File: src/rtl/ide_irq_pkg.sv
package ide_irq_pkg;

    localparam int NUM_CH     = 2;
    localparam int DATA_W     = 8;
    localparam int OFS_STAT0  = 2;
    localparam int OFS_MASK   = 3;
    localparam int MODE_KEY   = 7;
    localparam int STRAP_BIT  = 4;

    typedef struct packed {
        logic bm;
        logic drv;
    } chan_stat_t;

    typedef struct packed {
        logic legacy;
        logic test;
    } mode_t;

    function automatic logic chan_active(chan_stat_t s, logic masked);
        return (s.bm | s.drv) & ~masked;
    endfunction

endpackage

File: src/rtl/ide_irq_chan.sv
module ide_irq_chan
    import ide_irq_pkg::*;
(
    input  logic       clk,
    input  logic       rst,
    input  logic       drv_evt,
    input  logic       bm_evt,
    input  logic       bm_ack,
    output chan_stat_t stat
);

    logic       drv_q;
    logic       bm_q;
    chan_stat_t stat_q;
    logic       drv_rise, drv_fall, bm_rise, bm_fall;

    always_comb begin
        drv_rise = drv_evt & ~drv_q;
        drv_fall = ~drv_evt & drv_q;
        bm_rise  = bm_evt & ~bm_q;
        bm_fall  = ~bm_evt & bm_q;
    end

    always_ff @(posedge clk) begin
        if (rst) begin
            drv_q  <= 1'b0;
            bm_q   <= 1'b0;
            stat_q <= '0;
        end else begin
            drv_q <= drv_evt;
            bm_q  <= bm_evt;
            if (drv_rise)
                stat_q.drv <= 1'b1;
            else if (drv_fall)
                stat_q.drv <= 1'b0;
            if (bm_rise)
                stat_q.bm <= 1'b1;
            else if (bm_fall || bm_ack)
                stat_q.bm <= 1'b0;
        end
    end

    assign stat = stat_q;

endmodule

File: src/rtl/ide_irq_regs.sv
module ide_irq_regs
    import ide_irq_pkg::*;
#(
    parameter int ADDR_W = 4
) (
    input  logic                     clk,
    input  logic                     rst,
    input  logic                     bus_wr,
    input  logic [ADDR_W-1:0]        bus_addr,
    input  logic [DATA_W-1:0]        bus_wdata,
    input  chan_stat_t [NUM_CH-1:0]  stat,
    input  logic                     strap,
    output logic [NUM_CH-1:0]        mask,
    output mode_t                    mode,
    output logic [DATA_W-1:0]        bus_rdata
);

    localparam logic [ADDR_W-1:0] A_STAT0 = ADDR_W'(OFS_STAT0);
    localparam logic [ADDR_W-1:0] A_MASK  = ADDR_W'(OFS_MASK);

    logic [NUM_CH-1:0] mask_q;
    mode_t             mode_q;

    always_ff @(posedge clk) begin
        if (rst) begin
            mask_q <= '0;
            mode_q <= '0;
        end else if (bus_wr) begin
            if (bus_addr == A_MASK)
                mask_q <= bus_wdata[NUM_CH-1:0];
            else if (bus_addr == A_STAT0 && bus_wdata[MODE_KEY])
                mode_q <= mode_t'(bus_wdata[1:0]);
        end
    end

    always_comb begin
        bus_rdata = '0;
        if (bus_addr == A_STAT0) begin
            bus_rdata[1:0] = stat[0];
        end else if (bus_addr == A_MASK) begin
            bus_rdata[NUM_CH-1:0] = mask_q;
            bus_rdata[3:2]        = stat[1];
            bus_rdata[STRAP_BIT]  = strap;
        end
    end

    assign mask = mask_q;
    assign mode = mode_q;

endmodule

File: src/rtl/ide_irq_out.sv
module ide_irq_out
    import ide_irq_pkg::*;
(
    input  chan_stat_t [NUM_CH-1:0] stat,
    input  logic [NUM_CH-1:0]       mask,
    input  logic [NUM_CH-1:0]       pol_low,
    output logic [NUM_CH-1:0]       irq_line
);

    for (genvar g = 0; g < NUM_CH; g++) begin : g_line
        assign irq_line[g] = chan_active(stat[g], mask[g]) ^ pol_low[g];
    end

endmodule

File: src/rtl/ide_irq_ctrl.sv
module ide_irq_ctrl
    import ide_irq_pkg::*;
#(
    parameter int ADDR_W = 4
) (
    input  logic              clk,
    input  logic              rst,
    input  logic              bus_wr,
    input  logic [ADDR_W-1:0] bus_addr,
    input  logic [7:0]        bus_wdata,
    output logic [7:0]        bus_rdata,
    input  logic [1:0]        drv_evt,
    input  logic [1:0]        bm_evt,
    input  logic [1:0]        bm_ack,
    input  logic [1:0]        irq_pol_low,
    input  logic              legacy_hdr_strap,
    output logic [1:0]        irq_line,
    output logic              legacy_mode,
    output logic              test_mode
);

    chan_stat_t [NUM_CH-1:0] stat_w;
    logic [NUM_CH-1:0]       mask_w;
    mode_t                   mode_w;

    for (genvar c = 0; c < NUM_CH; c++) begin : g_chan
        ide_irq_chan u_chan (
            .clk     (clk),
            .rst     (rst),
            .drv_evt (drv_evt[c]),
            .bm_evt  (bm_evt[c]),
            .bm_ack  (bm_ack[c]),
            .stat    (stat_w[c])
        );
    end

    ide_irq_regs #(.ADDR_W(ADDR_W)) u_regs (
        .clk       (clk),
        .rst       (rst),
        .bus_wr    (bus_wr),
        .bus_addr  (bus_addr),
        .bus_wdata (bus_wdata),
        .stat      (stat_w),
        .strap     (legacy_hdr_strap),
        .mask      (mask_w),
        .mode      (mode_w),
        .bus_rdata (bus_rdata)
    );

    ide_irq_out u_out (
        .stat     (stat_w),
        .mask     (mask_w),
        .pol_low  (irq_pol_low),
        .irq_line (irq_line)
    );

    assign legacy_mode = mode_w.legacy;
    assign test_mode   = mode_w.test;

endmodule

File: config.mk
export PLATFORM = sky130hd
export DESIGN_NAME = ide_irq_ctrl
export DESIGN_NICKNAME = d
export VERILOG_FILES = /design/src/rtl/ide_irq_pkg.sv /design/src/rtl/ide_irq_chan.sv /design/src/rtl/ide_irq_regs.sv /design/src/rtl/ide_irq_out.sv /design/src/rtl/ide_irq_ctrl.sv
export SDC_FILE = /design/constraint.sdc
export NUM_CORES = 1
export LEC_CHECK = 0
export BUFFER_PORTS_ARGS = -buffer_cell sky130_fd_sc_hd__buf_4
export CELL_PAD_IN_SITES_DETAIL_PLACEMENT = 0
export CELL_PAD_IN_SITES_GLOBAL_PLACEMENT = 1
export CORE_MARGIN = 2
export CORE_UTILIZATION = 31
export CTS_CLUSTER_DIAMETER = 150
export DETAILED_ROUTE_END_ITERATION = 12
export PLACE_DENSITY = 0.85
export SYNTH_ARGS = -nofsm -noshare
export SYNTH_HDL_FRONTEND = slang
export SYNTH_SLANG_ARGS = --single-unit
File: constraint.sdc
create_clock -name clk -period 2.66 [get_ports clk]
set_clock_uncertainty 0.05 [all_clocks]
set_input_delay 0.266 -clock clk [delete_from_list [all_inputs] [get_ports clk]]
set_output_delay 0.266 -clock clk [all_outputs]
set_load 0.005 [all_outputs]
==> results of run 1 <==
## metrics by stage
| step | instances | area, µm² | worst slack, ns |
|---|---|---|---|
| final | 118 | 838 | 1.28 |
| after global placement | 115 | 816 | 1.41 |
| after CTS | 118 | 838 | 1.26 |
| after floorplan | 67 | 608 | 1.67 |
| after detailed placement | 115 | 816 | 1.41 |
| after global routing | 118 | 838 | 1.18 |
## worst paths after layout
kind	slack (ns)	cells past startpoint	startpoint	to
worst min register to register	0.43	2	u_regs.mode[1]$_SDFFE_PP0P_	u_regs.mode[1]$_SDFFE_PP0P_
worst max-delay path	1.28	4	g_chan[0].u_chan.stat[0]$_SDFFE_PP0P_	irq_line[0]
worst max register to register	1.65	4	g_chan[1].u_chan.drv_q$_SDFF_PP0_	g_chan[1].u_chan.stat[0]$_SDFFE_PP0P_
worst min-delay path	0.17	2	drv_evt[0]	g_chan[0].u_chan.drv_q$_SDFF_PP0_
## Yosys cell counts, drive strengths merged
cell type / number / share of area
inv: 4 / 0.025
maj3: 2 / 0.033
and3: 4 / 0.050
dfxtp: 12 / 0.40
xor2: 2 / 0.029
buf: 3 / 0.037
nor2b: 2 / 0.021
nand2b: 8 / 0.083
nor3b: 1 / 0.031
clkbuf: 1 / 0.0062
ha: 2 / 0.042
conb: 1 / 0.0062
nand4b: 1 / 0.015
nand2: 1 / 0.0062
nor2: 13 / 0.081
mux2i: 8 / 0.13
## state kept, by name (all words and copies together) (netlist names)
name / flops
u_regs.mode: 2
g_chan.u_chan.stat: 4
g_chan.u_chan.drv_q: 2
u_regs.mask: 2
g_chan.u_chan.bm_q: 2
## layout make-up
type | count | share of cell area
Multi-Input combinational cell | 47 | 0.390
Inverter | 4 | 0.0179
Timing Repair Buffer | 27 | 0.242
Sequential cell | 12 | 0.287
Clock buffer | 3 | 0.0269
Tap cell | 25 | 0.0373
## power groups by stage
stage          registers (mW)  logic [mW]  clock network, mW
6_report                0.192      0.0664              0.105
3_5_place_dp            0.196      0.0672                  0
3_3_place_gp            0.196      0.0658                  0
4_1_cts                 0.192      0.0677              0.112
2_1_floorplan           0.195      0.0342                  0
5_1_grt                 0.193      0.0754              0.116
## worst reg2reg max path: stages (launching register included)
cell	delay (ns)
dfxtp_1	0.31
inv_1	0.04
ha_1	0.28
mux2i_1	0.18
nor2_1	0.05
## layer usage
layer	up-vias	share of wire	global-route usage
li1	262	-	-
met1	226	0.42	0.115
met2	22	0.47	0.168
met3	2	0.096	0.0264
met4	0	0.017	0.0973
met5	-	0	0
## layout by cell type, fill, tap and decap left out, types with 2 or more instances in the layout
master and instances:
nand2b_1 8, nor2_1 13, inv_1 4, nor2b_1 2, xor2_1 2, mux2i_1 8
dfxtp_1 12, maj3_1 2, clkbuf_4 3, conb_1 3, ha_1 2, and3_2 4
buf_4 27
## cells by family after synthesis
logic type               count (synthesis)  share of synthesized area
adder cells (fa/ha/maj)                  4                     0.0750
flip-flops                              12                      0.400
buffers and inverters                    8                     0.0687
multiplexers                             8                      0.133
other                                    1                    0.00624
XOR/XNOR                                 2                     0.0292
AND/OR/NAND/NOR                         30                      0.288
==> results.ini, run 1 <==
[outcome]
outcome = finished, final reports clean

[route]
totalWireLength_um = 1110
post_drt_via_cell_ratio = 4.34
num_vias = 512
post_drt_wl_per_cell_um = 9.37
dr.pass1.iters = 2
drt_iter0_markers = 3
ant_nets = 0
drcViolationCount = 0

[floorplan]
die_y_um = 48.0
coreArea_um2 = 1780
die-area_um2 = 2310
die_w_um = 48.0
ioPinCount = 36
start_util = 0.337
rows = 15

[timing]
max_freq_mhz = 724
final.setup.tns_ns = 0
slew_viol_final = 0
finalCritPeriodShare = 0.519
finalSetupViolations = 0
hold-worst-slack_ns = 0.173
rsz0062_at_grt = false
finalHoldViolCount = 0
period_minus_slack_ns = 1.38

[clocking]
cts_tree = yes
cts-root-buf = clkbuf_4
postCtsHoldBufs = 0
cts_buffers = 3
postCtsSetupBuffers = 0
h-tree-depth = 1
ctsResizeCount = 0
insertion_delay_ns = 0.26
cts.sinks = 12
clockBufferDepth = 2
clk_pin_slew_ns = 0.07

[global_routing]
antenna_found_initial = 0
overflow = 0
grtUsageTotal = 0.106
grt_pass1_vias = 422
grt_pass1_wl_um = 1620
grt_max_degree = 15

[finish]
drive_gt1_frac = 0.376
seqCellArea_um2 = 240
syn2layout_area_growth_pct = 39.6
antenna_cells = 0
nNetsFinal = 121
final_util = 0.470
multi_input_area_um2 = 327
nFillCells = 185

[power]
p_leak_nw = 0.418
swShare = 0.226
design_power_total_mw = 0.363
combPwrFrac = 0.183
peakVddDrop_v = 0.000196
power_frac_seq = 0.528
power_density_nw_per_um2 = 433
clock_power_share = 0.289
cellInternalPower_mw = 0.281
switchingPower_mw = 0.0819

[worst_setup_path]
path_cells = nor2_1 > nor2_1 > xor2_1 > buf_4
cp_top_family = flip-flops
critPathRequiredTime_ns = 2.34
cpMostUsedCell = nor2_1
slowest_stage = dfxtp_1
path_buf_inv = 1
cpPeakStageDelay_ns = 0.36
worst-endpoint-arrival_ns = 1.07
endpoint_kind = output port
crit_type = reg -> out
worst_setup_path_start_kind = register
worstPathMaxFanout = 3

[logic_synthesis]
synth.distinct_cells = 16
ys_seq_area_frac = 0.400
ys_ff_latch = 12
yosys_warnings = 0
syn_area_per_cell_um2 = 9.24
syn_inst = 65
syn_area_um2 = 601

[place]
numPortBuffers = 27
hpwl_um = 911
gp_congestion = 0.676

[min_path]
hold_path_class = in -> reg

[run]
cap_violations = 0

Note: power is estimated with default switching activity, not from simulation.
==> inputs of run 2 (changes only) <==
- CORE_UTILIZATION: 31 -> 28
- PLACE_DENSITY: 0.85 -> 0.78
- clock period: 2.66 -> 1.4 ns (I/O delays scaled with it)
==> results.ini, run 2 (synthesized netlist as in run 1, its figures left out) <==
[clocking]
cts_buffers = 3
cts_tree = yes
postCtsSetupBuffers = 0
postCtsHoldBufs = 0
insertion_delay_ns = 0.26
clockBufferDepth = 2
cts-root-buf = clkbuf_4
cts.sinks = 12
ctsResizeCount = 0
h-tree-depth = 1
clk_pin_slew_ns = 0.07

[place]
numPortBuffers = 27
gp_congestion = 0.737
hpwl_um = 951
placed_area_um2 = 818
place_inst = 117
dpl_worst_slack_ns = 0.322

[route]
totalWireLength_um = 1140
post_drt_wl_per_cell_um = 9.43
num_vias = 492
ant_nets = 0
drt_iter0_markers = 1
drcViolationCount = 0
dr.pass1.iters = 2
post_drt_via_cell_ratio = 4.07

[floorplan]
start_util = 0.300
die-area_um2 = 2530
rows = 16
die_w_um = 50.3
ioPinCount = 36
coreArea_um2 = 2000
die_y_um = 50.3

[timing]
rsz0062_at_grt = false
finalSetupViolations = 0
slew_viol_final = 0
worst_slack_ns = 0.121
finalHoldViolCount = 0
final.setup.tns_ns = 0
period_minus_slack_ns = 1.28
max_freq_mhz = 782
finalCritPeriodShare = 0.914

[worst_setup_path]
crit_type = reg -> out
rr_worst_depth = 4
critPathRequiredTime_ns = 1.21
r2r_setup_slack_ns = 0.40
worst_setup_path_start_kind = register
reg2reg_from = g_chan[0].u_chan.drv_q$_SDFF_PP0_
worstPathMaxFanout = 3
endpoint_kind = output port
reg2reg_to = g_chan[0].u_chan.stat[0]$_SDFFE_PP0P_
crit_start = g_chan[0].u_chan.stat[1]$_SDFFE_PP0P_
worst-endpoint-arrival_ns = 1.09

[global_routing]
grt_pass1_vias = 524
grtUsageTotal = 0.110
grt_max_degree = 15
overflow = 0
grt_pass1_wl_um = 2140
antenna_found_initial = 0

[min_path]
hp-start = drv_evt[0]
hold_end = g_chan[0].u_chan.drv_q$_SDFF_PP0_
min_path_cells = 2
hold_path_class = in -> reg

[power]
p_leak_nw = 0.425
power_density_nw_per_um2 = 885
peakVddDrop_v = 0.000384

[finish]
nFillCells = 209
fin_area_um2 = 855
final_cells = 121
syn2layout_area_growth_pct = 42.3
antenna_cells = 0
drive_gt1_frac = 0.383
nNetsFinal = 121
largest_reg_flops = 4
layout_common_cells = 27 x buf_4, 13 x nor2_1, 12 x dfxtp_1
layout_commonest_cell = buf_4

[outcome]
outcome = finished, final reports clean

[run]
cap_violations = 0

## run 2: cell count changes in the layout (fill, tap and decap cells not counted), sizes merged
cell and change:
clkbuf +1
## run 2: per-stage QoR
step | total power [mW] | hold slack, ns | utilization
floorplan | 0.435 | 0.218 | -
global placement | 0.498 | 0.318 | 0.409
detailed placement | 0.501 | 0.320 | 0.409
CTS | 0.771 | 0.0401 | 0.427
global route | 0.802 | 0.0769 | 0.427
finish | 0.756 | 0.0461 | 0.427
## run 2: routing by layer
layer	global-route usage	vias up	share of wire
li1	-	263	-
met5	0	-	0
met1	0.144	205	0.46
met3	0.0179	2	0.089
met4	0.0676	0	0.012
met2	0.169	22	0.44
## run 2: worst max-delay path by stage
stage	endpoint	slack, ns
floorplan	g_chan[0].u_chan.stat[0]$_SDFFE_PP0P_	0.43
global placement	u_regs.mask[1]$_SDFFE_PP0P_	0.34
detailed placement	u_regs.mask[0]$_SDFFE_PP0P_	0.32
CTS	irq_line[0]	0.1
global route	irq_line[0]	0.04
finish	irq_line[0]	0.12
## run 2: where the power goes
group | total, mW | internal [mW] | leakage (nW) | switching [mW]
registers | 0.364 | 0.356 | 0.0986 | 0.00780
clock network | 0.265 | 0.158 | 0.0210 | 0.107
logic | 0.127 | 0.0775 | 0.305 | 0.0490
total | 0.756 | 0.592 | 0.425 | 0.164
## run 2: area by class of cell
cell class / count / area, µm² / share of cell area
multi-input combinational: 47 / 327 / 0.382
sequential: 12 / 240 / 0.281
timing repair buffer: 27 / 203 / 0.237
clock buffer: 4 / 36.3 / 0.0425
tap: 27 / 33.8 / 0.0395
inverter: 4 / 15.0 / 0.0176
## run 2: worst max-delay path, cell delays in order, from the launching register on
cell and delay, ns:
dfxtp_1 0.37, nor2_1 0.05, nor2_1 0.11, xor2_1 0.17
buf_4 0.13
==> inputs of run 3 (changes only) <==
- CORE_UTILIZATION: 28 -> 30
- CTS_BUF_LIST: unset -> sky130_fd_sc_hd__clkbuf_8
- PLACE_DENSITY: 0.78 -> 0.83
==> results.ini, run 3 (synthesized netlist as in run 1, its figures left out) <==
[global_routing]
grt_pass1_vias = 489
antenna_found_initial = 0
grt_max_degree = 15
grtUsageTotal = 0.105
grt_pass1_wl_um = 1940
overflow = 0

[floorplan]
coreArea_um2 = 1920
die_y_um = 48.7
start_util = 0.313
die-area_um2 = 2380
die_w_um = 48.7
ioPinCount = 36
rows = 16

[route]
post_drt_wl_per_cell_um = 9.18
post_drt_via_cell_ratio = 4.03
totalWireLength_um = 1110
ant_nets = 0
num_vias = 488
drcViolationCount = 0
dr.pass1.iters = 2
drt_iter0_markers = 3

[finish]
largest_reg_flops = 4
nFillCells = 192
layout_commonest_cell = buf_4
syn2layout_area_growth_pct = 45.4
multi_input_area_um2 = 327
final_util = 0.454
drive_gt1_frac = 0.383
seqCellArea_um2 = 240
nNetsFinal = 121
layout_common_cells = 27 x buf_4, 13 x nor2_1, 12 x dfxtp_1
antenna_cells = 0
final_cells = 121

[clocking]
postCtsSetupBuffers = 0
cts_buffers = 3
h-tree-depth = 1
insertion_delay_ns = 0.23
clk_pin_slew_ns = 0.05
clockBufferDepth = 2
cts.sinks = 12
ctsResizeCount = 0
postCtsHoldBufs = 0
cts-root-buf = clkbuf_8
cts_tree = yes

[timing]
final.setup.tns_ns = 0
max_freq_mhz = 814
finalCritPeriodShare = 0.878
finalSetupViolations = 0
finalHoldViolCount = 0
period_minus_slack_ns = 1.23
rsz0062_at_grt = false
slew_viol_final = 0

[power]
design_power_total_mw = 0.854
power_density_nw_per_um2 = 977
peakVddDrop_v = 0.000719
p_leak_nw = 0.433

[worst_setup_path]
endpoint_kind = output port
crit_type = reg -> out
r2r_setup_slack_ns = 0.41
worst-endpoint-arrival_ns = 1.04
worst_setup_path_start_kind = register
critPathRequiredTime_ns = 1.21
worstPathMaxFanout = 3

[outcome]
outcome = finished, final reports clean

[run]
cap_violations = 0

[place]
place_inst = 117
gp_congestion = 0.650
numPortBuffers = 27
hpwl_um = 890

[min_path]
hold_path_class = in -> reg

## run 3: cell counts in the layout (fill, tap and decap cells not counted)
Identical to the previous run, type by type.
## run 3: stage by stage
| step | cell area, µm² | setup slack, ns | hold slack [ns] |
|---|---|---|---|
| 2_1_floorplan | 608 | 0.430 | 0.218 |
| 3_3_place_gp | 818 | 0.333 | 0.320 |
| 3_5_place_dp | 818 | 0.318 | 0.321 |
| 4_1_cts | 873 | 0.154 | 0.0789 |
| 5_1_grt | 873 | 0.0355 | 0.0920 |
| 6_report | 873 | 0.171 | 0.0803 |
## run 3: power breakdown
group / switching [mW] / total [mW] / internal [mW]
combinational: 0.0474 / 0.125 / 0.0774
clock: 0.116 / 0.364 / 0.247
sequential: 0.00769 / 0.365 / 0.357
total: 0.171 / 0.854 / 0.682
## run 3: final timing paths
| check | start | endpoint | cells past startpoint |
|---|---|---|---|
| worst min register to register | u_regs.mode[1]$_SDFFE_PP0P_ | u_regs.mode[1]$_SDFFE_PP0P_ | 2 |
| worst min-delay path | bm_evt[1] | g_chan[1].u_chan.bm_q$_SDFF_PP0_ | 3 |
| worst max-delay path | g_chan[0].u_chan.stat[0]$_SDFFE_PP0P_ | irq_line[0] | 4 |
| worst max register to register | g_chan[0].u_chan.drv_q$_SDFF_PP0_ | g_chan[0].u_chan.stat[0]$_SDFFE_PP0P_ | 4 |
## run 3: critical path: stages (launching register included)
cell     delay (ns)
dfxtp_1        0.35
nor2_1         0.06
nor2_1         0.11
xor2_1         0.16
buf_4          0.13
## run 3: layout make-up
class / instances / share of cell area
clock buffer: 4 / 0.0630
inverter: 4 / 0.0172
multi-input combinational: 47 / 0.374
sequential: 12 / 0.275
tap: 27 / 0.0387
timing repair buffer: 27 / 0.232
## run 3: layer usage
metal | track usage | routed length, µm
met5 | 0 | 0
met4 | 0.0571 | 0
met3 | 0.0309 | 99
met2 | 0.176 | 514
met1 | 0.119 | 496
